**src/rtl/atm_tx_cell_proc.sv**
```systemverilog
module atm_tx_cell_proc #(
  parameter int CNT_W = 32,
  parameter int RATE_W = 8,
  parameter int EC_W = 8,
  parameter logic [7:0] FILL_PAYLOAD = 8'h6A
) (
  input  logic              clk,
  input  logic              rst_n,
  input  logic              proc_en,
  input  logic              hec_wr,
  input  logic              coset_en,
  input  logic              scr_en,
  input  logic              fill_idle,
  input  logic              err_multi,
  input  logic [RATE_W-1:0] err_rate,
  input  logic [EC_W-1:0]   err_total,
  input  logic              err_arm,
  input  logic              cnt_take,
  input  logic              in_cav,
  input  logic [7:0]        in_data,
  output logic              in_rd,
  output logic [7:0]        out_data,
  output logic              out_soc,
  output logic [CNT_W-1:0]  cell_cnt
);

  localparam logic [5:0] LAST = 6'd52;
  localparam logic [7:0] COSET = 8'h55;

  function automatic logic [7:0] crc8(input logic [7:0] c, input logic [7:0] d);
    logic [7:0] r;
    logic fb;
    r = c;
    for (int i = 7; i >= 0; i--) begin
      fb = r[7] ^ d[i];
      r = {r[6:0], 1'b0} ^ (fb ? 8'h07 : 8'h00);
    end
    return r;
  endfunction

  function automatic logic [50:0] scr_step(input logic [42:0] s, input logic [7:0] d);
    logic [42:0] st;
    logic [7:0] o;
    st = s;
    for (int i = 7; i >= 0; i--) begin
      o[i] = d[i] ^ st[42];
      st = {st[41:0], o[i]};
    end
    return {st, o};
  endfunction

  logic [5:0]        pos;
  logic              fill_q, hit_q;
  logic [7:0]        crc;
  logic [42:0]       scr;
  logic [EC_W-1:0]   left;
  logic [RATE_W-1:0] pc;
  logic [CNT_W-1:0]  cnt;

  logic              start, cur_fill, cur_hit, hit_now, err_live, inc, payload;
  logic [7:0]        tmpl, src, hec, ob, scr_byte;
  logic [42:0]       scr_nx;

  assign start    = (pos == 6'd0);
  assign cur_fill = start ? !in_cav : fill_q;
  assign in_rd    = !cur_fill;
  assign err_live = proc_en && (left != '0) && (err_rate != '0);
  assign hit_now  = err_live && (pc >= err_rate - RATE_W'(1));
  assign cur_hit  = start ? hit_now : hit_q;
  assign inc      = start && in_cav;
  assign payload  = (pos >= 6'd5);

  assign tmpl = (pos == 6'd3) ? {7'd0, fill_idle} : payload ? FILL_PAYLOAD : 8'h00;
  assign src  = cur_fill ? tmpl : in_data;
  assign hec  = crc ^ (coset_en ? COSET : 8'h00);
  assign {scr_nx, scr_byte} = scr_step(scr, src);

  always_comb begin
    ob = src;
    if (proc_en) begin
      if (pos == 6'd4)
        ob = ((hec_wr || cur_fill) ? hec : src) ^
             (cur_hit ? (err_multi ? 8'h05 : 8'h01) : 8'h00);
      else if (payload && scr_en)
        ob = scr_byte;
    end
  end

  always_ff @(posedge clk) begin
    if (!rst_n) begin
      pos      <= '0;
      fill_q   <= 1'b1;
      hit_q    <= 1'b0;
      crc      <= '0;
      scr      <= '1;
      out_data <= '0;
      out_soc  <= 1'b0;
    end else begin
      pos      <= (pos == LAST) ? 6'd0 : pos + 6'd1;
      out_data <= ob;
      out_soc  <= start;
      if (start) begin
        fill_q <= !in_cav;
        hit_q  <= hit_now;
      end
      if (pos < 6'd4) crc <= crc8(start ? 8'h00 : crc, src);
      if (proc_en && scr_en && payload) scr <= scr_nx;
    end
  end

  always_ff @(posedge clk) begin
    if (!rst_n) begin
      left <= '0;
      pc   <= '0;
    end else if (err_arm) begin
      left <= err_total;
      pc   <= '0;
    end else if (start && err_live) begin
      if (hit_now) begin
        pc   <= '0;
        left <= left - EC_W'(1);
      end else begin
        pc <= pc + RATE_W'(1);
      end
    end
  end

  always_ff @(posedge clk) begin
    if (!rst_n) begin
      cnt      <= '0;
      cell_cnt <= '0;
    end else if (cnt_take) begin
      cell_cnt <= cnt;
      cnt      <= CNT_W'(inc);
    end else if (inc && cnt != '1) begin
      cnt <= cnt + CNT_W'(1);
    end
  end

endmodule

```
**config.mk**
```make
export PLATFORM = sky130hd
export DESIGN_NAME = atm_tx_cell_proc
export DESIGN_NICKNAME = d
export VERILOG_FILES = /design/src/rtl/atm_tx_cell_proc.sv
export SDC_FILE = /design/constraint.sdc
export NUM_CORES = 1
export LEC_CHECK = 0
export ABC_AREA = 0
export BUFFER_PORTS_ARGS = -buffer_cell sky130_fd_sc_hd__buf_2
export CAP_MARGIN = 5
export CORE_MARGIN = 3
export CORE_UTILIZATION = 56
export CTS_BUF_LIST = sky130_fd_sc_hd__clkbuf_4
export CTS_CLUSTER_DIAMETER = 80
export DETAILED_ROUTE_END_ITERATION = 6
export PLACE_DENSITY = 0.78
export RECOVER_POWER = 50
export SYNTH_ARGS = -nofsm -noshare
export SYNTH_HDL_FRONTEND = slang
export SYNTH_SLANG_ARGS = --single-unit
```
**constraint.sdc**
```tcl
create_clock -name clk -period 6.8 [get_ports clk]
set_clock_uncertainty 0.05 [all_clocks]
set_input_delay 0 -clock clk [delete_from_list [all_inputs] [get_ports clk]]
set_output_delay 0 -clock clk [all_outputs]
set_load 0.05 [all_outputs]
```
==> reports/qor.txt <==
Hold Fails Final Rpt: 0
Failing checks: max-capacitance violations, max-slew violations
Max H-tree Level: 4
Avg WL per Cell: 14.8 µm
Layout area overhead: 15.1%
CTS tree: done
Unrepaired setup endpoints after global routing: false
Slew headroom: -32.8%
Die height: 117 µm
VDD IR-drop max: 0.139 mV
Post-synthesis cell type count: 60
Tot Pwr: 1.87 mW
Final Cycle Share: 71.5%
TritonCTS Buffers: 17
Antenna violations before repair: 0
Synth Net Count: 864
DIE AREA: 13,700 µm²
Setup WS pre-CTS: 3.65 ns
Flops & latches, synth: 148
Critical path launch point: pos[4]
Vias per cell: 5.54
Vias in the first global route: 5,679
Post-CTS Repair Setup Buffers: 0
Total number of yosys warnings: 0
Ys async rst share: 0%
Root Buffer Master: clkbuf_4
Crit path time final: 4.86 ns
Worst-margin pin slew: 1.97 ns
CP endpoint kind: flop
Largest net degree at the start of global routing: 76
CP arrival: 5.26 ns
IO Port Bufs: 76
DRC: 0
Yosys top cell area share: 42.8%
Worst setup SP type: flop
# IOs: 77
Clock sink total: 148
Hold Crit Class: in -> reg
GP Congestion: 0.938
Final worst setup slack: 1.94 ns
WP data required: 7.20 ns
Max-cap violations: 1
Hold Startpoint: in_data[6]
Leak: 3.29 nW
Top post-synthesis cells by area: dfxtp_1 (43%), nand2_1 (6.8%), mux2i_1 (5.6%)
Maximum clock path buffer count: 2
HPWL after DPL: 11,100 µm
Syn_area_per_cell: 8.53 µm²
Pwr dens: 235 nW/µm²
Primary FF master, synth: dfxtp_1
Cell area after synthesis: 6920 µm²
Fin Setup TNS: 0 ns
Final setup vio count: 0
Syn Inst Count: 811
Post-CTS sizing: 0
Total grt overflow: 0
Synth area leader: dfxtp_1
Share of cells above drive strength 1: 8.86%
Initial DRC Count: 459
Final wirelength: 16,100 µm
Fmax: 0.206 GHz
Final layout net count: 965
Vias: 6,034
Seq/Total Area, Yosys: 42.8%
Critical path class: reg -> reg
Die Wd: 117 µm
Core Rows: 39
Core Region: 11,800 µm²
First-pass GRT wire length: 26,500 µm
Post-synth EDFFs: 0
Final max-slew violation count: 17
R2R Path Start: pos[4]
Diode count: 0
Worst-path clk slew: 0.11 ns
Number of nets still failing antenna checks after routing: 0
Clk Latency, worst-skew pair: 0.56 ns
Global-route usage over all layers: 24.5%
Outcome: finished, violations left
Drt pass-1 iters: 5
Initial Util: 58.8%
Crit path max fanout: 16
[where the power goes]
part | switching (mW) | internal, mW | leakage [nW]
Combinational | 0.236 | 0.193 | 1.96
Sequential | 0.0448 | 0.907 | 1.20
Clock | 0.296 | 0.192 | 0.132
[synthesized netlist by cell type, types with 3 or more instances]
| cell type | count |
|---|---|
| a31oi_1 | 3 |
| and4_1 | 6 |
| nand2b_1 | 4 |
| inv_1 | 22 |
| a22o_1 | 3 |
| clkbuf_1 | 30 |
| buf_1 | 4 |
| xor2_1 | 32 |
| o21a_1 | 4 |
| nor2b_1 | 3 |
| mux2i_1 | 39 |
| o21ai_0 | 40 |
| xnor2_1 | 42 |
| nand2_1 | 125 |
| nand3_1 | 55 |
| o211ai_1 | 9 |
| nor4_1 | 5 |
| or3_1 | 12 |
| o211a_1 | 3 |
| a21oi_1 | 32 |
| nor2_1 | 94 |
| o21ai_1 | 3 |
| nand4_1 | 11 |
| and3_1 | 12 |
| and2_1 | 5 |
| ha_1 | 18 |
| nor3_1 | 8 |
| dfxtp_1 | 148 |
[per-stage QoR]
step | area [µm²] | hold WS, ns | utilization, % | instances
2_1_floorplan | 6920 | 0.0860 | - | 811
3_3_place_gp | 7370 | 0.221 | 62.6 | 1016
3_5_place_dp | 7370 | 0.222 | 62.6 | 1016
4_1_cts | 8020 | 0.00480 | 68.2 | 1089
5_1_grt | 7960 | 0.0461 | 67.7 | 1089
6_report | 7960 | 0.0432 | 67.7 | 1089
[critical path: stages (launching register included)]
cell	delay, ns
dfxtp_1	0.38
nor4_1	1.60
nand2_2	0.49
a21oi_1	0.48
and2_4	0.25
xnor2_1	0.16
nand2_1	0.08
o21ai_0	0.07
dlygate4sd3_1	0.56
a21oi_1	0.06
dlygate4sd3_1	0.57
[layout by cell type, fill, tap and decap left out, drive strengths merged, types with 6 or more instances in the layout]
| cell | synthesis | layout |
|---|---|---|
| a21oi | 32 | 32 |
| or3 | 12 | 12 |
| xnor2 | 42 | 42 |
| inv | 22 | 22 |
| and4 | 6 | 6 |
| nor2 | 94 | 94 |
| buf | 7 | 37 |
| xor2 | 34 | 34 |
| clkbuf | 30 | 62 |
| dfxtp | 148 | 148 |
| and2 | 6 | 6 |
| o21ai | 43 | 43 |
| nand4 | 11 | 11 |
| nor3 | 9 | 9 |
| clkinv | 1 | 8 |
| dlygate4sd3 | 0 | 41 |
| o211ai | 9 | 9 |
| nand3 | 55 | 55 |
| and3 | 12 | 12 |
| nand2 | 126 | 126 |
| ha | 18 | 18 |
| mux2i | 39 | 39 |
| nor4 | 8 | 8 |
[kinds of logic after synthesis]
logic type	count (synthesis)	share of synthesized area (%)
AND/OR/NAND/NOR	354	24.0
flip-flops	148	42.8
AO/OA/AOI/OAI	115	10.7
XOR/XNOR	77	10.2
buffers and inverters	60	3.40
multiplexers	39	5.64
adder cells (fa/ha/maj)	18	3.26
[per-layer routing]
layer	wire, µm	part of all wire (%)	vias to the layer above	global-route usage [%]
met5	0	0	-	0
met4	337	2.1	0	8.03
met3	937	5.8	31	6.48
met2	7620	47	186	40.3
met1	7250	45	2832	31.4
li1	-	-	2985	-
[sequential cells by signal, indices dropped and copies added (netlist names)]
signal / flops
cell_cnt: 32
cnt: 32
crc: 8
fill_q: 1
hit_q: 1
left: 8
out_data: 8
out_soc: 1
pc: 8
pos: 6
scr: 43
[worst paths after layout]
check | to | slack, ns | cells past startpoint
worst max-delay path | out_data[6] | 1.94 | 10
worst min-delay path | scr[6] | 0.04 | 5
worst max register to register | out_data[6] | 1.94 | 10
worst min register to register | scr[13] | 0.42 | 2
[cell type report]
class	instances	area, µm²
flip-flops and latches	148	2960
clock inverters	11	87.6
clock buffers	21	158
repair buffers	119	754
well taps	164	205
inverters	23	86.3
fillers	999	3800
multi-input cells	603	3700
[what timing repair did]
item | CTS | global route
endpoints found under the hold margin | 42 | 0
setup endpoints to repair | 0 | 0
hold buffers | 41 | 0
Power figures use the tool's default switching activity.
